===== src/rtl/useq_pkg.sv =====
package useq_pkg;

    localparam int OP_W      = 6;
    localparam int ADDR_W    = 4;
    localparam int NUM_WORDS = 12;

    typedef enum logic [1:0] {
        SEQ_ZERO  = 2'b00,
        SEQ_DISP1 = 2'b01,
        SEQ_DISP2 = 2'b10,
        SEQ_NEXT  = 2'b11
    } seq_e;

    typedef enum logic [1:0] {
        ALU_ADD   = 2'd0,
        ALU_SUB   = 2'd1,
        ALU_OR    = 2'd2,
        ALU_FUNCT = 2'd3
    } alu_e;

    typedef enum logic [1:0] {
        PC_FROM_ALU    = 2'd0,
        PC_FROM_TARGET = 2'd1,
        PC_FROM_JUMP   = 2'd2,
        PC_RSVD        = 2'd3
    } pcsrc_e;

    typedef struct packed {
        logic       pc_wr;
        logic       pc_wr_cond;
        logic       ir_wr;
        logic       br_wr;
        logic       mem_wr;
        logic       adr_sel;
        logic       reg_wr;
        logic       reg_dst;
        logic       mem_to_reg;
        logic       ext_op;
        logic       alu_sel_a;
        logic [1:0] alu_sel_b;
        alu_e       alu_op;
        pcsrc_e     pc_src;
    } dp_ctl_t;

    typedef struct packed {
        dp_ctl_t dp;
        seq_e    seq;
    } uword_t;

    localparam logic [OP_W-1:0] OP_RALU = 6'b000000;
    localparam logic [OP_W-1:0] OP_JMP  = 6'b000010;
    localparam logic [OP_W-1:0] OP_BEQ  = 6'b000100;
    localparam logic [OP_W-1:0] OP_ORI  = 6'b001011;
    localparam logic [OP_W-1:0] OP_LD   = 6'b100011;
    localparam logic [OP_W-1:0] OP_ST   = 6'b101011;

    localparam logic [ADDR_W-1:0] ST_FETCH  = 4'd0;
    localparam logic [ADDR_W-1:0] ST_DECODE = 4'd1;
    localparam logic [ADDR_W-1:0] ST_ADDR   = 4'd2;
    localparam logic [ADDR_W-1:0] ST_LD_MEM = 4'd3;
    localparam logic [ADDR_W-1:0] ST_LD_WB  = 4'd4;
    localparam logic [ADDR_W-1:0] ST_ST_MEM = 4'd5;
    localparam logic [ADDR_W-1:0] ST_R_EXE  = 4'd6;
    localparam logic [ADDR_W-1:0] ST_R_WB   = 4'd7;
    localparam logic [ADDR_W-1:0] ST_BR     = 4'd8;
    localparam logic [ADDR_W-1:0] ST_JUMP   = 4'd9;
    localparam logic [ADDR_W-1:0] ST_OI_EXE = 4'd10;
    localparam logic [ADDR_W-1:0] ST_OI_WB  = 4'd11;

    function automatic logic known_op(input logic [OP_W-1:0] op);
        return (op == OP_RALU) || (op == OP_JMP) || (op == OP_BEQ) ||
               (op == OP_ORI)  || (op == OP_LD)  || (op == OP_ST);
    endfunction

    function automatic uword_t uword_at(input logic [ADDR_W-1:0] a);
        uword_t w;
        w = '0;
        unique case (a)
            ST_FETCH: begin
                w.dp.pc_wr = 1'b1; w.dp.ir_wr = 1'b1;
                w.seq = SEQ_NEXT;
            end
            ST_DECODE: begin
                w.dp.br_wr = 1'b1; w.dp.ext_op = 1'b1;
                w.dp.alu_sel_b = 2'b10;
                w.seq = SEQ_DISP1;
            end
            ST_ADDR: begin
                w.dp.ext_op = 1'b1; w.dp.alu_sel_a = 1'b1;
                w.dp.alu_sel_b = 2'b11;
                w.seq = SEQ_DISP2;
            end
            ST_LD_MEM: begin
                w.dp.ext_op = 1'b1; w.dp.alu_sel_a = 1'b1;
                w.dp.alu_sel_b = 2'b11; w.dp.adr_sel = 1'b1;
                w.seq = SEQ_NEXT;
            end
            ST_LD_WB: begin
                w.dp.ext_op = 1'b1; w.dp.alu_sel_a = 1'b1;
                w.dp.alu_sel_b = 2'b11; w.dp.mem_to_reg = 1'b1;
                w.dp.reg_wr = 1'b1;
                w.seq = SEQ_ZERO;
            end
            ST_ST_MEM: begin
                w.dp.ext_op = 1'b1; w.dp.alu_sel_a = 1'b1;
                w.dp.alu_sel_b = 2'b11; w.dp.mem_wr = 1'b1;
                w.dp.adr_sel = 1'b1;
                w.seq = SEQ_ZERO;
            end
            ST_R_EXE: begin
                w.dp.reg_dst = 1'b1; w.dp.alu_sel_a = 1'b1;
                w.dp.alu_sel_b = 2'b01; w.dp.alu_op = ALU_FUNCT;
                w.seq = SEQ_NEXT;
            end
            ST_R_WB: begin
                w.dp.reg_dst = 1'b1; w.dp.alu_sel_a = 1'b1;
                w.dp.alu_sel_b = 2'b01; w.dp.alu_op = ALU_FUNCT;
                w.dp.reg_wr = 1'b1;
                w.seq = SEQ_ZERO;
            end
            ST_BR: begin
                w.dp.pc_wr_cond = 1'b1; w.dp.alu_sel_a = 1'b1;
                w.dp.alu_sel_b = 2'b01; w.dp.alu_op = ALU_SUB;
                w.dp.pc_src = PC_FROM_TARGET;
                w.seq = SEQ_ZERO;
            end
            ST_JUMP: begin
                w.dp.pc_wr = 1'b1; w.dp.pc_src = PC_FROM_JUMP;
                w.seq = SEQ_ZERO;
            end
            ST_OI_EXE: begin
                w.dp.alu_sel_a = 1'b1; w.dp.alu_sel_b = 2'b11;
                w.dp.alu_op = ALU_OR;
                w.seq = SEQ_NEXT;
            end
            ST_OI_WB: begin
                w.dp.alu_sel_a = 1'b1; w.dp.alu_sel_b = 2'b11;
                w.dp.alu_op = ALU_OR; w.dp.reg_wr = 1'b1;
                w.seq = SEQ_ZERO;
            end
            default: w = '0;
        endcase
        return w;
    endfunction

endpackage


===== src/rtl/useq_store.sv =====
module useq_store
    import useq_pkg::*;
#(
    parameter int AW    = ADDR_W,
    parameter int WORDS = NUM_WORDS
) (
    input  logic [AW-1:0] addr,
    output uword_t        word
);
    uword_t rom [WORDS];

    for (genvar g = 0; g < WORDS; g++) begin : g_word
        assign rom[g] = uword_at(ADDR_W'(g));
    end

    always_comb begin
        if (int'(addr) < WORDS) word = rom[addr];
        else                    word = '0;
    end
endmodule


===== src/rtl/useq_dispatch.sv =====
module useq_dispatch
    import useq_pkg::*;
#(
    parameter int AW = ADDR_W,
    parameter int OW = OP_W
) (
    input  logic [OW-1:0] opcode,
    output logic [AW-1:0] tgt1,
    output logic [AW-1:0] tgt2
);
    always_comb begin
        unique case (opcode)
            OP_RALU: tgt1 = AW'(ST_R_EXE);
            OP_JMP:  tgt1 = AW'(ST_JUMP);
            OP_BEQ:  tgt1 = AW'(ST_BR);
            OP_ORI:  tgt1 = AW'(ST_OI_EXE);
            OP_LD:   tgt1 = AW'(ST_ADDR);
            OP_ST:   tgt1 = AW'(ST_ADDR);
            default: tgt1 = '0;
        endcase
    end

    always_comb begin
        unique case (opcode)
            OP_LD:   tgt2 = AW'(ST_LD_MEM);
            OP_ST:   tgt2 = AW'(ST_ST_MEM);
            default: tgt2 = '0;
        endcase
    end
endmodule


===== src/rtl/useq_next.sv =====
module useq_next
    import useq_pkg::*;
#(
    parameter int AW = ADDR_W
) (
    input  logic          clk,
    input  logic          rst,
    input  seq_e          sel,
    input  logic [AW-1:0] tgt1,
    input  logic [AW-1:0] tgt2,
    output logic [AW-1:0] cur
);
    logic [AW-1:0] nxt;

    always_comb begin
        unique case (sel)
            SEQ_ZERO:  nxt = '0;
            SEQ_DISP1: nxt = tgt1;
            SEQ_DISP2: nxt = tgt2;
            SEQ_NEXT:  nxt = cur + 1'b1;
            default:   nxt = '0;
        endcase
    end

    always_ff @(posedge clk) begin
        if (rst) cur <= '0;
        else     cur <= nxt;
    end

    assert_reset_zero_R1: assert property (@(posedge clk) rst |=> cur == '0);
    assert_go_zero_R2: assert property (@(posedge clk) disable iff (rst)
        sel == SEQ_ZERO |=> cur == '0);
    assert_increment_R2: assert property (@(posedge clk) disable iff (rst)
        sel == SEQ_NEXT |=> cur == AW'($past(cur) + 1'b1));
    assert_table1_R3: assert property (@(posedge clk) disable iff (rst)
        sel == SEQ_DISP1 |=> cur == $past(tgt1));
    assert_table2_R4: assert property (@(posedge clk) disable iff (rst)
        sel == SEQ_DISP2 |=> cur == $past(tgt2));
endmodule


===== src/rtl/useq_ctrl.sv =====
module useq_ctrl
    import useq_pkg::*;
#(
    parameter int AW    = ADDR_W,
    parameter int OW    = OP_W,
    parameter int WORDS = NUM_WORDS
) (
    input  logic          clk,
    input  logic          rst,
    input  logic [OW-1:0] opcode,
    output logic [AW-1:0] upc_addr,
    output logic          pc_wr,
    output logic          pc_wr_cond,
    output logic          ir_wr,
    output logic          br_wr,
    output logic          mem_wr,
    output logic          adr_sel,
    output logic          reg_wr,
    output logic          reg_dst,
    output logic          mem_to_reg,
    output logic          ext_op,
    output logic          alu_sel_a,
    output logic [1:0]    alu_sel_b,
    output logic [1:0]    alu_op,
    output logic [1:0]    pc_src,
    output logic [1:0]    seq_sel
);
    uword_t        word;
    logic [AW-1:0] upc, tgt1, tgt2;

    useq_store #(.AW(AW), .WORDS(WORDS)) u_store (.addr(upc), .word(word));

    useq_dispatch #(.AW(AW), .OW(OW)) u_disp (
        .opcode(opcode), .tgt1(tgt1), .tgt2(tgt2));

    useq_next #(.AW(AW)) u_next (
        .clk(clk), .rst(rst), .sel(word.seq),
        .tgt1(tgt1), .tgt2(tgt2), .cur(upc));

    assign upc_addr   = upc;
    assign pc_wr      = word.dp.pc_wr;
    assign pc_wr_cond = word.dp.pc_wr_cond;
    assign ir_wr      = word.dp.ir_wr;
    assign br_wr      = word.dp.br_wr;
    assign mem_wr     = word.dp.mem_wr;
    assign adr_sel    = word.dp.adr_sel;
    assign reg_wr     = word.dp.reg_wr;
    assign reg_dst    = word.dp.reg_dst;
    assign mem_to_reg = word.dp.mem_to_reg;
    assign ext_op     = word.dp.ext_op;
    assign alu_sel_a  = word.dp.alu_sel_a;
    assign alu_sel_b  = word.dp.alu_sel_b;
    assign alu_op     = word.dp.alu_op;
    assign pc_src     = word.dp.pc_src;
    assign seq_sel    = word.seq;

    assert_unknown_restart_R5: assert property (@(posedge clk) disable iff (rst)
        (upc == AW'(ST_DECODE) && !known_op(opcode)) |=> upc == '0);
    assert_memwr_only_store_R8: assert property (@(posedge clk) disable iff (rst)
        mem_wr |-> upc == AW'(ST_ST_MEM));
    assert_regwr_only_wb_R8: assert property (@(posedge clk) disable iff (rst)
        reg_wr |-> (upc == AW'(ST_LD_WB) || upc == AW'(ST_R_WB) || upc == AW'(ST_OI_WB)));
    assert_fetch_loads_ir_R1: assert property (@(posedge clk) disable iff (rst)
        upc == '0 |-> (ir_wr && pc_wr));
endmodule


===== config.mk =====
export PLATFORM = sky130hd
export DESIGN_NAME = useq_ctrl
export DESIGN_NICKNAME = d
export VERILOG_FILES = /design/src/rtl/useq_pkg.sv /design/src/rtl/useq_store.sv /design/src/rtl/useq_dispatch.sv /design/src/rtl/useq_next.sv /design/src/rtl/useq_ctrl.sv
export SDC_FILE = /design/constraint.sdc
export NUM_CORES = 1
export LEC_CHECK = 0
export ABC_AREA = 1
export BUFFER_PORTS_ARGS = -buffer_cell sky130_fd_sc_hd__buf_4
export CORE_MARGIN = 2
export CORE_UTILIZATION = 49
export CTS_BUF_LIST = sky130_fd_sc_hd__clkbuf_16
export DETAILED_ROUTE_END_ITERATION = 8
export PLACE_DENSITY = 0.87
export SLEW_MARGIN = 10
export SYNTH_ARGS = -nofsm -noshare
export SYNTH_HDL_FRONTEND = slang
export SYNTH_HIERARCHICAL = 1
export SYNTH_SLANG_ARGS = --single-unit

===== constraint.sdc =====
create_clock -name clk -period 2.5 [get_ports clk]
set_clock_uncertainty 0.2 [all_clocks]
set_input_delay 0.25 -clock clk [delete_from_list [all_inputs] [get_ports clk]]
set_output_delay 0.25 -clock clk [all_outputs]
set_load 0.05 [all_outputs]

; Word level (Yosys, flattened, before mapping)
; Memory sizes are Yosys's and may differ from the RTL's.
; Cells that the tools add are included.
[totals]
latch_bits = 0
mem_bits_ro = 304
word_cells = 23
ram_bits = 0
in_bits = 8
n_memories = 1
out_inout_bits = 23
register_bits = 4
[classes]
n_addsub = 1
eq_ne = 8
mux = 6
reduce_logical = 3
multipliers = 0
shifts = 0
bitwise = 1
div_mod_pow = 0
n_lt_le_gt_ge = 2
[memory_table]
columns = memory, depth, width, read_ports, rd_ports_with_merged_regs, wr, line_no
row1 = (no name shown), 16, 19, 1, 0, 0, useq_store.sv:17  ; if (int'(addr) < WORDS) word = rom[addr];
[ops]
columns = op, count
row1 = $mux W19, 3
row2 = $pmux W4 S5, 1
row3 = $pmux W4 S4, 1
row4 = $eq A6 B6 Y1 const B, 2
row5 = $eq A6 B2 Y1 const B, 1
row6 = $eq A6 B3 Y1 const B, 1
row7 = $eq A6 B4 Y1 const B, 1
row8 = $logic_not A6 Y1, 1
row9 = $pmux W3 S2, 1
row10 = $ge A5 B5 Y1 const B, 1
row11 = $not A4 Y5, 1
row12 = $add A4 B1 Y4 const B, 1
row13 = $eq A2 B2 Y1 const B, 2
row14 = $lt A4 B4 Y1 const B, 1
row15 = $eq A2 B1 Y1 const B, 1
row16 = $logic_not A2 Y1, 1
row17 = $reduce_or A2 Y1, 1

; Longest topological paths before layout
[depth]
depth_word = 7
depth_mapped = 12
depth_no_buf = 12

; Modules after synthesis
; The synthesis kept the hierarchy.
[modules_own_cells]
columns = mod, n_inst, area_each_um2, cells_each, seq_area_each_um2
row1 = useq_store, 1, 331.6, 57, 0.0
row2 = useq_next, 1, 240.2, 37, 80.1
row3 = useq_dispatch, 1, 122.6, 27, 0.0

; Worst setup path after synthesis
; OpenSTA, ideal clock, no wires.
[synth_timing]
kind = register to output
startpoint = reg u_next.cur[1]
endpoint = out alu_sel_a
stages_incl_launch_ff = 7
path_slack_ns = -0.417
arrival_ns = 2.467
path_buffers = 1
required_ns = 2.050
cell_sequence = dfxtp_1 > inv_1 > ha_1 > nand2_1 > nand2_1 > a21oi_1 > buf_4
[synth_between]
elab_chain_cells = 5
elab_cells_between_ends = 6
cone_classes = 1 x order compare / 3 x mux / 1 x bitwise / 1 x memory
[synth_lines]
columns = element, line_no
row1 = start: declaration, useq_next.sv:11  ; output logic [AW-1:0] cur
row2 = start signal: assignment, useq_next.sv:27  ; else cur <= nxt;
row3 = $not A4 Y5 (implied by the code), useq_store.sv:17
row4 = $mem_v2 Z16 W19, --
row5 = $mux W19 (implied by the code) (2 in series), useq_store.sv:17
row6 = $mux W19 (*), useq_store.sv:17
row7 = end: declaration, useq_ctrl.sv:22  ; output logic alu_sel_a,
; Mark *: on every way between the ends. The rest lies on a longest branch, timed or not. The select of a mux whose other input is x is not followed.

; Worst setup path in the final report
[layout_timing]
startpoint = reg u_next.cur[1]
endpoint = out seq_sel[1]
[layout_between]
elab_chain_cells = 5
elab_cells_between_ends = 6
cone_classes = 1 x order compare / 3 x mux / 1 x bitwise / 1 x memory
[layout_lines]
columns = element, line_no
row1 = $not A4 Y5 (implied by the code), useq_store.sv:17
row2 = $mem_v2 Z16 W19, --
row3 = $mux W19 (implied by the code) (2 in series), useq_store.sv:17
row4 = $mux W19 (*), useq_store.sv:17
row5 = end: declaration, useq_ctrl.sv:26  ; output logic [1:0] seq_sel
; Marks and branches as above.

==> qor.txt <==
status - finished, final reports clean
drt wl/cell - 10.10 um
vias in the first global route - 704
FMAX - 475.7 MHz
maxcap violations - 0
Core Util, Final - 75.78%
routed vias/inst - 4.777
H-Tree Depth - 1
GP Congestion - 0.8485
Mapped Avg Cell Area - 5.739 um2
crit path max fanout - 11
most frequent cells in the layout - 31 x buf_4, 24 x nand2_1, 20 x inv_1, 18 x nor2_1, 17 x nand3_1
slowest CP cell - dfxtp_1
multi-input combinational cell area - 489.2 um2
worst hold slack - 0.2480 ns
global-route wire length before repair - 2773 um
IO Port Bufs - 30
Final Cell Area - 998.5 um2
Synth top area share - 14.41%
CP required - 2.05 ns
Pre-antenna DRT Iters - 4
Post-DRT Antenna Nets - 0
Worst Path Arrival - 1.65 ns
Finished Layout Cells - 166
global-route usage over all layers - 20.75%
CTS Root Cell - clkbuf_16
Worst setup EP type - output port
HP Class - in -> reg
Max Buffers Root-to-Sink - 2
Final Hold Viols - 0
Tmin final - 2.102 ns
number of placed I/O pins - 31
core box area - 1318 um2
worst-path cell chain - inv_1 > ha_1 > nand2_1 > nand2_1 > inv_1 > buf_4
fin. max-slew vios - 0
Top reg by flops - u_next/cur
Area Growth Syn to Fin - 43.78%
Syn Inst Count - 121
Inst Count DP - 162
ranking of synthesized cells by area - ha_1 14%, nand2_1 13%, nand3_1 12%, dfxtp_1 12%, inv_1 11%
Worst-path clk slew - 0.03 ns
Max-slew headroom - 62.90%
RSZ-0062 raised after global routing - no
CP Launch Type - register
Cell Area, Placed - 913.4 um2
Initial Util - 52.71%
FILL cells - 117
CTS buffer count - 3
critical path class - reg -> out
Final nets - 169
ant diodes - 0
CTS tree - yes
number of placement rows - 13
overflow left after global routing - 0
drc violations - 0
pin count of the biggest net entering global routing - 14
Final period util - 84.09%
Synth Net Count - 137
max incr delay on CP - 0.51 ns
DR iter-0 viols - 12
Sink Count - 4
commonest non-fill, non-tap cell in the layout - buf_4
layout cells sized above 1 - 31.79%
Die Y - 41.65 um
count of cell types in the netlist - 24
Mapped Area - 694.4 um2
Yosys Warn Count - 6
# setup viols final - 0
Die Area - 1734 um2
Seq/Total Area, Yosys - 11.53%
Yosys reg bits - 4
Post-Route WL - 1676 um
FF+latch area - 80.08 um2
die width - 41.65 um
largest registers - u_next/cur (4)
worst-skew pair later-pin latency - 0.23 ns
number of flip-flops under the largest register name - 4
DR vias - 793
antenna violations before repair - 0
post-DP HPWL - 1307 um
area leader, netlist - ha_1
post-cts sizing count - 0
Worst Max-Slew Pin Slew - 0.5557 ns
-- per-layer routing --
layer  part of all wire (%)  global-route usage (%)  up-vias
met5                      0                       0        -
met4                    1.3                   9.677        0
met3                    5.3                   5.217        2
met2                     54                   40.31       27
met1                     39                   19.84      333
li1                       -                       -      431
-- cell type report --
cell class / count / share of cell area [%]
Sequential cell: 4 / 8.020
Timing Repair Buffer: 32 / 24.31
Tap cell: 15 / 1.880
Inverter: 24 / 9.273
Clock buffer: 3 / 7.519
Multi-Input combinational cell: 88 / 49.00
-- repair_timing --
item	in CTS	in global routing
hold buffers	1	0
setup buffers	0	0
endpoints found under the hold margin	1	0
-- through the flow --
stage	TNS (ns)	setup slack [ns]
floorplan	-0.08457	-0.08414
global placement	0	0.6417
detailed placement	0	0.6063
CTS	0	0.3994
global route	0	0.2512
finish	0	0.3977
-- worst max-delay path: cells and delay by family (launching register included) --
kind,cells,cell delay [ns]
buffers and inverters,3,0.56
and+or+nand+nor,2,0.12
adders and majority gates,1,0.23
DFF,1,0.51
-- cells by family (layout without fill, tap and decap cells) --
group,after synthesis,count (layout),share of synthesized area (%)
simple gates,69,69,44.68
buf+inv,29,59,19.82
compound gates,9,9,7.748
fa+ha+maj,8,8,14.41
flops,4,4,11.53
other cells,1,1,0.5400
xor+xnor,1,1,1.261
-- Yosys cell counts --
cell type	number
ha_1	8
inv_4	1
buf_4	3
nor2_1	18
nor2_4	1
o21ai_2	1
buf_6	2
nand3_1	17
conb_1	1
dfxtp_1	4
clkinv_1	1
nor2_2	2
xor2_1	1
nand3b_1	1
inv_1	20
nor3_1	1
o21ai_1	1
o22ai_1	2
nand2_1	24
a21oi_1	4
o211ai_1	1
nand2_2	4
nand4_1	1
inv_2	2
-- path summary, 6_finish.rpt --
check	from	slack (ns)	cells after the start	endpoint
max	u_next/cur[1]$_SDFF_PP0_	0.40	6	seq_sel[1]
min	opcode[3]	0.25	6	u_next/cur[1]$_SDFF_PP0_
max reg2reg	u_next/cur[1]$_SDFF_PP0_	0.57	10	u_next/cur[2]$_SDFF_PP0_
min reg2reg	u_next/cur[0]$_SDFF_PP0_	0.49	4	u_next/cur[0]$_SDFF_PP0_
Power is not shown: default switching activity piles up to over one toggle a cycle in this logic, so the estimate is an artifact.
